--- config.mk ---
export PLATFORM = sky130hd
export DESIGN_NAME = dmac_glue_ctrl
export DESIGN_NICKNAME = d
export VERILOG_FILES = /design/src/rtl/dmac_glue_pkg.sv /design/src/rtl/dmac_prio_reg.sv /design/src/rtl/dmac_chan_ctrl.sv /design/src/rtl/dmac_irq_ctrl.sv /design/src/rtl/dmac_glue_ctrl.sv
export SDC_FILE = /design/constraint.sdc
export NUM_CORES = 1
export LEC_CHECK = 0
export BUFFER_PORTS_ARGS = -buffer_cell sky130_fd_sc_hd__buf_4
export CAP_MARGIN = 20
export CORE_MARGIN = 2
export CORE_UTILIZATION = 28
export DETAILED_ROUTE_END_ITERATION = 8
export PLACE_DENSITY = 0.44
export SYNTH_ARGS = -nofsm -noshare
export SYNTH_HDL_FRONTEND = slang
export SYNTH_SLANG_ARGS = --single-unit
--- constraint.sdc ---
create_clock -name clk -period 2.4 [get_ports clk]
set_input_delay 0.24 -clock clk [delete_from_list [all_inputs] [get_ports clk]]
set_output_delay 0.24 -clock clk [all_outputs]
set_load 0.03 [all_outputs]
--- src/rtl/dmac_glue_pkg.sv ---
package dmac_glue_pkg;
  localparam int REG_W     = 32;
  localparam int START_BIT = 24;
  localparam int FLAG_LSB  = 24;
  localparam int EN_LSB    = 16;
  localparam int GEN_BIT   = 23;
  localparam int BERR_BIT  = 15;
  localparam int SENT_BIT  = 31;
  localparam logic [REG_W-1:0] IRQ_RW_MASK   = 32'h00FF_803F;
  localparam logic [REG_W-1:0] IRQ_FLAG_MASK = 32'h7F00_0000;

  // Plain fields come from the data, flags are write-one-to-clear.
  function automatic logic [REG_W-1:0] irq_merge(input logic [REG_W-1:0] cur,
                                                 input logic [REG_W-1:0] wdat);
    return (wdat & IRQ_RW_MASK) | (cur & ~wdat & IRQ_FLAG_MASK);
  endfunction

  function automatic logic master_cond(input logic [REG_W-1:0] r);
    return (r[GEN_BIT] && (r[30:24] != 7'd0)) || r[BERR_BIT];
  endfunction

  function automatic logic start_decide(input logic wr_stb,
                                        input logic run_bit,
                                        input logic chan_en);
    return wr_stb && run_bit && chan_en;
  endfunction
endpackage

--- src/rtl/dmac_prio_reg.sv ---
module dmac_prio_reg #(
  parameter int          W         = 32,
  parameter logic [31:0] RESET_VAL = 32'h0765_4321
) (
  input  logic         clk,
  input  logic         rst_n,
  input  logic         wr_stb,
  input  logic [W-1:0] wr_data,
  output logic [W-1:0] prio_q
);
  always_ff @(posedge clk) begin
    if (!rst_n)      prio_q <= RESET_VAL[W-1:0];
    else if (wr_stb) prio_q <= wr_data;
  end
endmodule

--- src/rtl/dmac_chan_ctrl.sv ---
module dmac_chan_ctrl
  import dmac_glue_pkg::*;
(
  input  logic             clk,
  input  logic             rst_n,
  input  logic             wr_stb,
  input  logic [REG_W-1:0] wr_data,
  input  logic             chan_en,
  input  logic             done,
  output logic [REG_W-1:0] ctrl_q,
  output logic             start_o
);
  logic go_now;
  assign go_now = start_decide(wr_stb, wr_data[START_BIT], chan_en);

  always_ff @(posedge clk) begin
    if (!rst_n) begin
      ctrl_q  <= '0;
      start_o <= 1'b0;
    end else begin
      start_o <= go_now;
      if (wr_stb)    ctrl_q <= wr_data;
      else if (done) ctrl_q[START_BIT] <= 1'b0;
    end
  end
endmodule

--- src/rtl/dmac_irq_ctrl.sv ---
module dmac_irq_ctrl
  import dmac_glue_pkg::*;
#(
  parameter int NUM_CH = 7
) (
  input  logic              clk,
  input  logic              rst_n,
  input  logic              wr_stb,
  input  logic [REG_W-1:0]  wr_data,
  input  logic [NUM_CH-1:0] done_i,
  output logic [REG_W-1:0]  irq_q,
  output logic              irq_o
);
  logic [REG_W-1:0]  base_v;
  logic [REG_W-1:0]  next_v;
  logic [NUM_CH-1:0] flag_set;
  logic              raise_evt;

  always_comb begin
    base_v   = wr_stb ? irq_merge(irq_q, wr_data) : irq_q;
    flag_set = done_i & base_v[EN_LSB +: NUM_CH];
    next_v   = base_v;
    next_v[FLAG_LSB +: NUM_CH] = base_v[FLAG_LSB +: NUM_CH] | flag_set;
    next_v[SENT_BIT] = master_cond(next_v);
    raise_evt = next_v[SENT_BIT] && !irq_q[SENT_BIT];
  end

  always_ff @(posedge clk) begin
    if (!rst_n) begin
      irq_q <= '0;
      irq_o <= 1'b0;
    end else begin
      irq_q <= next_v;
      irq_o <= raise_evt;
    end
  end
endmodule

--- src/rtl/dmac_glue_ctrl.sv ---
module dmac_glue_ctrl
  import dmac_glue_pkg::*;
#(
  parameter int          NUM_CH     = 7,
  parameter int          SKIP_CH    = 5,
  parameter int          AW         = 4,
  parameter logic [31:0] PRIO_RESET = 32'h0765_4321
) (
  input  logic              clk,
  input  logic              rst_n,
  input  logic              wr_en,
  input  logic [AW-1:0]     wr_addr,
  input  logic [REG_W-1:0]  wr_data,
  input  logic [AW-1:0]     rd_addr,
  output logic [REG_W-1:0]  rd_data,
  input  logic [NUM_CH-1:0] done_i,
  output logic [NUM_CH-1:0] start_o,
  output logic              irq_o
);
  localparam logic [AW-1:0] PRIO_IDX = AW'(NUM_CH);
  localparam logic [AW-1:0] IRQ_IDX  = AW'(NUM_CH + 1);

  logic [NUM_CH-1:0][REG_W-1:0] ctrl_q;
  logic [REG_W-1:0]             prio_q;
  logic [REG_W-1:0]             irq_q;
  logic [NUM_CH-1:0]            ch_wr;
  logic                         prio_wr;
  logic                         irq_wr;

  assign prio_wr = wr_en && (wr_addr == PRIO_IDX);
  assign irq_wr  = wr_en && (wr_addr == IRQ_IDX);

  dmac_prio_reg #(.W(REG_W), .RESET_VAL(PRIO_RESET)) u_prio (
    .clk(clk), .rst_n(rst_n), .wr_stb(prio_wr), .wr_data(wr_data), .prio_q(prio_q)
  );

  dmac_irq_ctrl #(.NUM_CH(NUM_CH)) u_irq (
    .clk(clk), .rst_n(rst_n), .wr_stb(irq_wr), .wr_data(wr_data),
    .done_i(done_i), .irq_q(irq_q), .irq_o(irq_o)
  );

  for (genvar n = 0; n < NUM_CH; n++) begin : g_ch
    assign ch_wr[n] = wr_en && (wr_addr == AW'(n));
    if (n == SKIP_CH) begin : g_hole
      assign ctrl_q[n]  = '0;
      assign start_o[n] = 1'b0;
    end else begin : g_live
      dmac_chan_ctrl u_chan (
        .clk(clk), .rst_n(rst_n), .wr_stb(ch_wr[n]), .wr_data(wr_data),
        .chan_en(prio_q[3 + 4*n]), .done(done_i[n]),
        .ctrl_q(ctrl_q[n]), .start_o(start_o[n])
      );
    end
  end

  always_comb begin
    rd_data = '0;
    for (int n = 0; n < NUM_CH; n++)
      if (rd_addr == AW'(n)) rd_data = ctrl_q[n];
    if (rd_addr == PRIO_IDX) rd_data = prio_q;
    if (rd_addr == IRQ_IDX)  rd_data = irq_q;
  end
endmodule

==> key figures, run 1 <==
Worst hold path
  – Worst hold endpoint: g_ch[2].g_live.u_chan.ctrl_q[25]
  – Origin of the worst min-delay path: wr_data[25]
  – Hold Path Class: input pin to register
  – Worst Hold Depth: 3

Logic synthesis
  – Sequential area share after synthesis: 0.491
  – Synth Instances: 1349
  – FFs w/ async S/R, synth: 0
  – Synth Area in Adders: 0
  – Cell variety after synth: 37
  – Post-Synth XOR/XNOR Area: 0
  – Mapped cell area: 0.0104 mm2
  – Synth Area per Inst: 7.68 um2
  – Synth Area in Compound Gates: 0.213
  – Dominant cell type by area after synthesis: dfxtp_1
  – Post-synth top area share: 0.491
  – Synth warn: 0
  – Syn nets: 1399
  – Post-synthesis mux area share: 0
  – Largest family of logic cells by synthesized area: simple AND/OR/NAND/NOR gates
  – EDFF count, synth: 0
  – Most frequent cell after synthesis: nand2_1
  – Largest cells by area after synthesis: dfxtp_1 (49%), nand2_1 (17%), a21oi_1 (11%)
  – Seq cells post-synth: 254
  – Post-synth top cells: nand2_1 (480), dfxtp_1 (254), a21oi_1 (234), a22oi_1 (110), clkbuf_1 (109)
  – Ys flop type: dfxtp_1
  – Simple-gate share of the synthesized area: 0.235

Route
  – Initial drt markers: 808
  – Final wirelength: 38.2 mm
  – Drt wl/cell: 20.3 um
  – Detailed-route DRC error count: 0
  – Vias after detailed routing: 9594
  – Vias/cell: 5.09
  – Routed Antenna Nets: 0
  – Drt first pass iters: 5

STA
  – Final Cycle Share: 0.812
  – Fmax achieved: 513 MHz
  – Final hold violation count: 0
  – Worst-Margin Slew: 631 ps
  – Final min period: 1950 ps
  – Skew final: 15.9 ps
  – RSZ-0062 raised after global routing: no
  – Setup Viol. Count Final: 0
  – Final setup TNS: 0 ps
  – Setup ws final: 452 ps
  – Slew HR: 0.579
  – Max Slew Vio Count: 0

Setup path
  – Worst r2r src: u_irq.irq_q[21]
  – Crit path kind: input pin to output pin
  – Critical Path Sink Type: output pin
  – CP Max Fanout: 32
  – Worst reg2reg path endpoint: u_irq.irq_o
  – Register-to-register setup slack: 1070 ps
  – WP data required: 2160 ps
  – R2R depth: 5
  – Arr. time, crit path: 1710 ps
  – Crit start category: input pin

Run
  – Max Cap Viol: 0

Layout
  – Utilization after layout: 0.348
  – Number of fill cells: 3778
  – Multi-input logic area: 0.00474 mm2
  – Layout area overhead: 22.7%
  – Non-Filler Instances: 1886
  – Share of layout cells above drive strength 1: 0.138
  – Post-layout nets: 1445
  – Reg area: 0.00508 mm2

Global route
  – GRT Residual Overflow: 0
  – Number of global-route vias before repair: 9123
  – First-pass GRT wire length: 57.8 mm
  – Gr usage total: 0.195
  – Largest net degree at the start of global routing: 76
  – Antenna violations before repair: 1

Floorplanning
  – Die W: 196 um
  – Initial core utilization: 0.284
  – Rows: 70
  – Num ports: 90
  – Core box area: 0.0365 mm2
  – DIE AREA: 0.0386 mm2
  – Die H: 196 um

Clock tree
  – H-tree level count: 1
  – Latest clock arrival within the worst-skew pair: 550 ps
  – Clock tree buffer depth: 3
  – CTS buffer count: 29
  – Clock root cell: clkbuf_16
  – Worst-path clk slew: 60 ps
  – CTS tree: done
  – CTS Sinks: 254

Place
  – Routability cong.: 0.773
  – Port buffer count: 88
  – Hpwl dp: 22.9 mm
  – Worst slack at placement: 363 ps
  – Cells after DPL: 1809

Power
  – Maximum VDD drop: 514 uV
  – Leakage: 0.00432 uW
  – PwrDens: 730 mW/mm2
  – Tot Pwr: 9280 uW

Outcome
  – Status: finished clean
metrics by stage:
stage                     hold WS [ps]  area (um2)
final                             18.7       12700
after global routing              5.92       12700
after CTS                        0.345       12700
after detailed placement           446       11500
after global placement             441       11500
after floorplan                    312       10400
kinds of logic (layout without fill, tap and decap cells):
logic type | count (synthesis) | count (layout)
AO/OA/AOI/OAI | 369 | 369
buffers and inverters | 143 | 210
flip-flops | 254 | 254
other | 1 | 3
AND/OR/NAND/NOR | 582 | 582
state kept, by name (all words and copies together) (netlist names):
name,count
g_ch.g_live.u_chan.ctrl_q,192
g_ch.g_live.u_chan.start_o,6
u_irq.irq_o,1
u_irq.irq_q,23
u_prio.prio_q,32
placed cells by master, fill, tap and decap left out, types with 10 or more instances in the layout:
cell	instances
a21oi_1	234
buf_4	115
nand4_1	25
dfxtp_1	254
nand2_1	480
clkbuf_16	29
a22oi_1	110
buf_12	11
nand3_1	24
clkbuf_8	10
dlygate4sd3_1	23
per-layer routing:
metal | GRT usage | part of all wire
met5 | 0 | 0
met4 | 0.0368 | 0.016
met3 | 0.0275 | 0.055
met2 | 0.322 | 0.46
met1 | 0.273 | 0.47
how the worst max path moves through the flow:
| stage | cells after the start | start | endpoint | slack, ps |
|---|---|---|---|---|
| global placement | 6 | wr_addr[1] | u_irq.irq_o | 400 |
| CTS | 7 | rd_addr[3] | rd_data[14] | 450 |
| finish | 7 | rd_addr[3] | rd_data[14] | 450 |
| global route | 7 | rd_addr[3] | rd_data[14] | 360 |
| detailed placement | 6 | wr_addr[1] | u_irq.irq_o | 360 |
| floorplan | 4 | rd_addr[1] | rd_data[15] | 640 |
power by group:
part           switching, uW  total (uW)  internal (uW)
clock                   1770        4390           2630
combinational            399         588            189
sequential              28.3        4300           4270
total                   2190        9280           7090
worst max-delay path, cell delays in order:
cell	delay, ps
buf_4	120
nand2b_1	260
nor3_2	100
buf_12	200
a222oi_1	420
nand3_1	150
buf_4	190
timing repair:
item | 4_1_cts | 5_1_grt
endpoints found under the hold margin | 143 | 0
resized for setup | 0 | 0
setup buffers | 0 | 0
hold buffers | 23 | 0
final cells by class:
class                   count  share of cell area
well taps                 468              0.0461
inverters                   9             0.00305
multi-input cells         952               0.373
repair buffers            149               0.103
diodes                      2            0.000394
flip-flops and latches    254               0.400
clock inverters             4             0.00384
clock buffers              48              0.0706
(Power assumes the default switching activity.)
==> run 2, diff against run 1 <==
==> constraint.sdc (replaced) <==
create_clock -name clk -period 1.9 [get_ports clk]
set_input_delay 0.19 -clock clk [delete_from_list [all_inputs] [get_ports clk]]
set_output_delay 0.19 -clock clk [all_outputs]
set_load 0.03 [all_outputs]
==> run 2 against run 1 <==
  * Wire length down 0.83%
  * Global-route usage down 0.073 points
  * Total power up 26%
  * Critical endpoint is now rd_data[16]
==> key figures, run 2 (synthesis gave the netlist of run 1 again) <==
Outcome
  – Status: finished clean

Floorplanning
  – DIE AREA: 0.0386 mm2
  – Rows: 70
  – Initial core utilization: 0.284
  – Core box area: 0.0365 mm2
  – Die H: 196 um
  – Num ports: 90
  – Die W: 196 um

Setup path
  – WP data required: 1710 ps
  – CP startpoint: u_irq.irq_q[16]
  – Critical Path Sink Type: output pin
  – Crit start category: register
  – R2R depth: 5
  – Arr. time, crit path: 1610 ps
  – Worst r2r src: u_irq.irq_q[21]
  – Crit path kind: register to output pin
  – Worst reg2reg path endpoint: u_irq.irq_o
  – Worst setup endpoint: rd_data[16]
  – Register-to-register setup slack: 540 ps
  – CP Max Fanout: 3

Layout
  – Max reg flops: 192
  – Top reg by flops: g_ch.g_live.u_chan.ctrl_q
  – Utilization after layout: 0.359
  – Share of layout cells above drive strength 1: 0.146
  – Layout area overhead: 26.5%
  – Most frequent cells in the layout: nand2_1 (480), dfxtp_1 (254), a21oi_1 (234), buf_4 (127), a22oi_1 (110)
  – Commonest non-fill, non-tap cell in the layout: nand2_1
  – Post-layout nets: 1484
  – Top Registers: g_ch.g_live.u_chan.ctrl_q (192), u_prio.prio_q (32), u_irq.irq_q (23)

Clock tree
  – CTS buffer count: 30
  – Worst-path clk slew: 60 ps
  – Clock tree buffer depth: 3
  – Clock root cell: clkbuf_16
  – Latest clock arrival within the worst-skew pair: 550 ps
  – CTS Sinks: 254
  – Postcts setup bufs: 0
  – CTS tree: done
  – H-tree level count: 1

STA
  – Max Slew Vio Count: 0
  – Setup Viol. Count Final: 0
  – Skew final: 6.38 ps
  – Worst-Margin Slew: 621 ps
  – Final Cycle Share: 0.948
  – Slew HR: 0.585
  – Final min period: 1800 ps
  – Final setup TNS: 0 ps
  – RSZ-0062 raised after global routing: no
  – Fmax achieved: 555 MHz
  – Setup ws final: 99.4 ps
  – Final hold violation count: 0

Power
  – PwrDens: 893 mW/mm2
  – Tot Pwr: 11700 uW
  – Maximum VDD drop: 675 uV
  – Leakage: 0.00449 uW

Global route
  – Number of global-route vias before repair: 9448
  – Gr usage total: 0.194
  – Largest net degree at the start of global routing: 88
  – Antenna violations before repair: 2
  – GRT Residual Overflow: 0
  – First-pass GRT wire length: 58.2 mm

Route
  – Routed Antenna Nets: 0
  – Vias after detailed routing: 9760
  – Drt first pass iters: 5
  – Final wirelength: 37.9 mm
  – Detailed-route DRC error count: 0
  – Vias/cell: 5.08
  – Initial drt markers: 718
  – Drt wl/cell: 19.7 um

Place
  – Port buffer count: 88
  – Hpwl dp: 23.9 mm
  – Worst slack at placement: 58.1 ps
  – Routability cong.: 0.809

Worst hold path
  – Hold Path Class: input pin to register
  – Origin of the worst min-delay path: wr_addr[3]

Run
  – Max Cap Viol: 0
run 2: cell types whose count changed in the layout (fill, tap and decap cells not counted), sizes merged:
cell | previous run | this run
clkinv | 3 | 4
dlygate4sd3 | 23 | 43
clkbuf | 48 | 44
clkinvlp | 0 | 1
buf | 126 | 144
run 2: critical path: stages, from the launching register on:
cell	delay, ps
dfxtp_1	340
a22oi_1	310
nand4_1	190
buf_4	210
run 2: report_power, final:
part	total [uW]	internal, uW	switching [uW]
logic	795	284	510
clock network	5480	3210	2270
registers	5430	5400	35.9
total	11700	8890	2810
run 2: stage by stage:
stage               instance area, um2  instances  hold slack [ps]
finish                           13100       1922              111
global placement                 11700       1827              441
floorplan                        10400       1349              262
CTS                              13100       1920             81.0
global route                     13100       1921              102
detailed placement               11700       1827              446
run 2: worst min path at each step:
| stage | end | slack (ps) | cells after the start |
|---|---|---|---|
| global placement | g_ch[3].g_live.u_chan.ctrl_q[0] | 440 | 2 |
| CTS | u_irq.irq_q[23] | 80 | 3 |
| floorplan | u_prio.prio_q[0] | 260 | 1 |
| detailed placement | g_ch[1].g_live.u_chan.ctrl_q[31] | 450 | 2 |
| finish | u_irq.irq_q[23] | 110 | 3 |
| global route | u_irq.irq_q[23] | 100 | 3 |
run 2: cell type report:
class	count	area [um2]
inverter	9	38.8
clock buffer	44	853
antenna	2	5.00
tap	468	586
sequential	254	5080
multi-input combinational	952	4740
clock inverter	6	72.6
timing repair buffer	187	1720
fill	3856	23400
run 2: metal layers:
layer | GRT usage | up-vias | routed length, um
li1 | - | 4760 | -
met1 | 0.267 | 4678 | 17300
met2 | 0.323 | 277 | 17700
met3 | 0.0267 | 45 | 2180
met4 | 0.0469 | 0 | 767
met5 | 0 | - | 0
run 2: timing repair:
item | 4_1_cts | 5_1_grt
hold buffers | 43 | 0
gates resized for setup | 0 | 1
hold endpoints to repair | 240 | 0
setup endpoints to repair | 0 | 1
==> run 3, diff against run 2 <==
--- a/config.mk
+++ b/config.mk
@@ -11,6 +11,7 @@
 export CORE_UTILIZATION = 28
 export DETAILED_ROUTE_END_ITERATION = 8
 export PLACE_DENSITY = 0.44
+export SETUP_SLACK_MARGIN = 0.4
 export SYNTH_ARGS = -nofsm -noshare
 export SYNTH_HDL_FRONTEND = slang
 export SYNTH_SLANG_ARGS = --single-unit
==> run 3 against run 2 <==
  * Non-clock buffer count fell by 2
  * Largest power group unchanged
  * Final cell count about the same
  * Die area is the same
  * Largest cell class unchanged
  * Critical endpoint is now rd_data[10]
==> key figures, run 3 (synthesis gave the netlist of run 1 again) <==
Global route
  – GRT Residual Overflow: 0
  – Number of global-route vias before repair: 9473
  – Gr usage total: 0.194
  – First-pass GRT wire length: 58.0 mm
  – Largest net degree at the start of global routing: 63
  – Antenna violations before repair: 3

Route
  – Final wirelength: 37.8 mm
  – Detailed-route DRC error count: 0
  – Initial drt markers: 728
  – Vias after detailed routing: 9767
  – Drt first pass iters: 5
  – Drt wl/cell: 19.7 um
  – Routed Antenna Nets: 0
  – Vias/cell: 5.08

STA
  – Final min period: 1730 ps
  – Setup ws final: 168 ps
  – Final hold violation count: 0
  – Max Slew Vio Count: 0
  – WHS: 122 ps
  – RSZ-0062 raised after global routing: yes
  – Setup Viol. Count Final: 0
  – Worst-Margin Slew: 626 ps
  – Fmax achieved: 577 MHz
  – Final Cycle Share: 0.911
  – Skew final: 10.9 ps
  – Final setup TNS: 0 ps
  – Slew HR: 0.582

Clock tree
  – CTS buffer count: 30
  – CTS Sinks: 254
  – Worst-path clk slew: 60 ps
  – CTS tree: done
  – H-tree level count: 1
  – Clock tree buffer depth: 3
  – Clock root cell: clkbuf_16
  – Latest clock arrival within the worst-skew pair: 550 ps

Layout
  – Post-layout nets: 1482
  – Top reg by flops: g_ch.g_live.u_chan.ctrl_q
  – Max reg flops: 192
  – Top Registers: g_ch.g_live.u_chan.ctrl_q (192), u_prio.prio_q (32), u_irq.irq_q (23)
  – Layout area overhead: 28.5%
  – Non-Filler Instances: 1923
  – Commonest non-fill, non-tap cell in the layout: nand2_1
  – Share of layout cells above drive strength 1: 0.166
  – Most frequent cells in the layout: nand2_1 (479), dfxtp_1 (250), a21oi_1 (233), buf_4 (113), a22oi_1 (99)
  – Antenna diodes: 0

Setup path
  – Crit path kind: register to output pin
  – Crit start category: register
  – Critical Path Sink Type: output pin
  – Arr. time, crit path: 1540 ps
  – R2R depth: 6
  – CP Max Fanout: 2
  – Register-to-register setup slack: 490 ps
  – WP data required: 1710 ps

Place
  – Routability cong.: 0.772
  – Cells after DPL: 1827
  – Hpwl dp: 23.8 mm
  – Port buffer count: 88
  – Worst slack at placement: 20.3 ps

Power
  – Maximum VDD drop: 731 uV
  – PwrDens: 888 mW/mm2
  – Leakage: 0.00456 uW

Run
  – Max Cap Viol: 0

Floorplanning
  – Die W: 196 um
  – Core box area: 0.0365 mm2
  – Rows: 70
  – Initial core utilization: 0.284
  – Num ports: 90
  – Die H: 196 um
  – DIE AREA: 0.0386 mm2

Worst hold path
  – Worst Hold Depth: 3
  – Hold Path Class: input pin to register

Outcome
  – Status: finished clean
-- run 3: path summary, 6_finish.rpt --
path | startpoint | end
setup / recovery | g_ch[4].g_live.u_chan.ctrl_q[10] | rd_data[10]
hold / removal | done_i[5] | u_irq.irq_q[29]
setup reg to reg | u_irq.irq_q[20] | u_irq.irq_o
hold reg to reg | g_ch[6].g_live.u_chan.ctrl_q[14] | g_ch[6].g_live.u_chan.ctrl_q[14]
-- run 3: area by class of cell --
cell class	count	area (um2)
clock buffer	39	846
clock inverter	16	114
fill	3762	23200
inverter	9	38.8
multi-input combinational	952	4830
sequential	254	5090
tap	468	586
timing repair buffer	185	1800
-- run 3: repair_timing --
action | CTS | global route
setup endpoints to repair | 32 | 34
gates resized for setup | 22 | 9
buffers inserted | 2 | 0
hold endpoints to repair | 242 | 0
gates cloned | 0 | 0
hold buffers | 39 | 0
pin swaps | 13 | 13
-- run 3: power breakdown --
part	internal [uW]	total [uW]	switching, uW
Sequential	5390	5430	36.5
Clock	3260	5590	2330
Combinational	293	811	517
-- run 3: metal layers --
layer | track usage | share of wire
met5 | 0 | 0.0012
met4 | 0.0570 | 0.027
met3 | 0.0277 | 0.049
met2 | 0.321 | 0.46
met1 | 0.264 | 0.46
-- run 3: worst max-delay path: stages (launching register included) --
cell,delay (ps)
dfxtp_1,310
a222oi_1,340
nand3_1,170
buf_6,170
-- run 3: through the flow --
| stage | total power (uW) | util | instance area [um2] |
|---|---|---|---|
| 2_1_floorplan | 5910 | - | 10400 |
| 3_5_place_dp | 6290 | 0.324 | 11800 |
| 4_1_cts | 12000 | 0.364 | 13300 |
| 6_report | 11800 | 0.365 | 13300 |
| 3_3_place_gp | 6290 | 0.324 | 11800 |
| 5_1_grt | 12200 | 0.365 | 13300 |
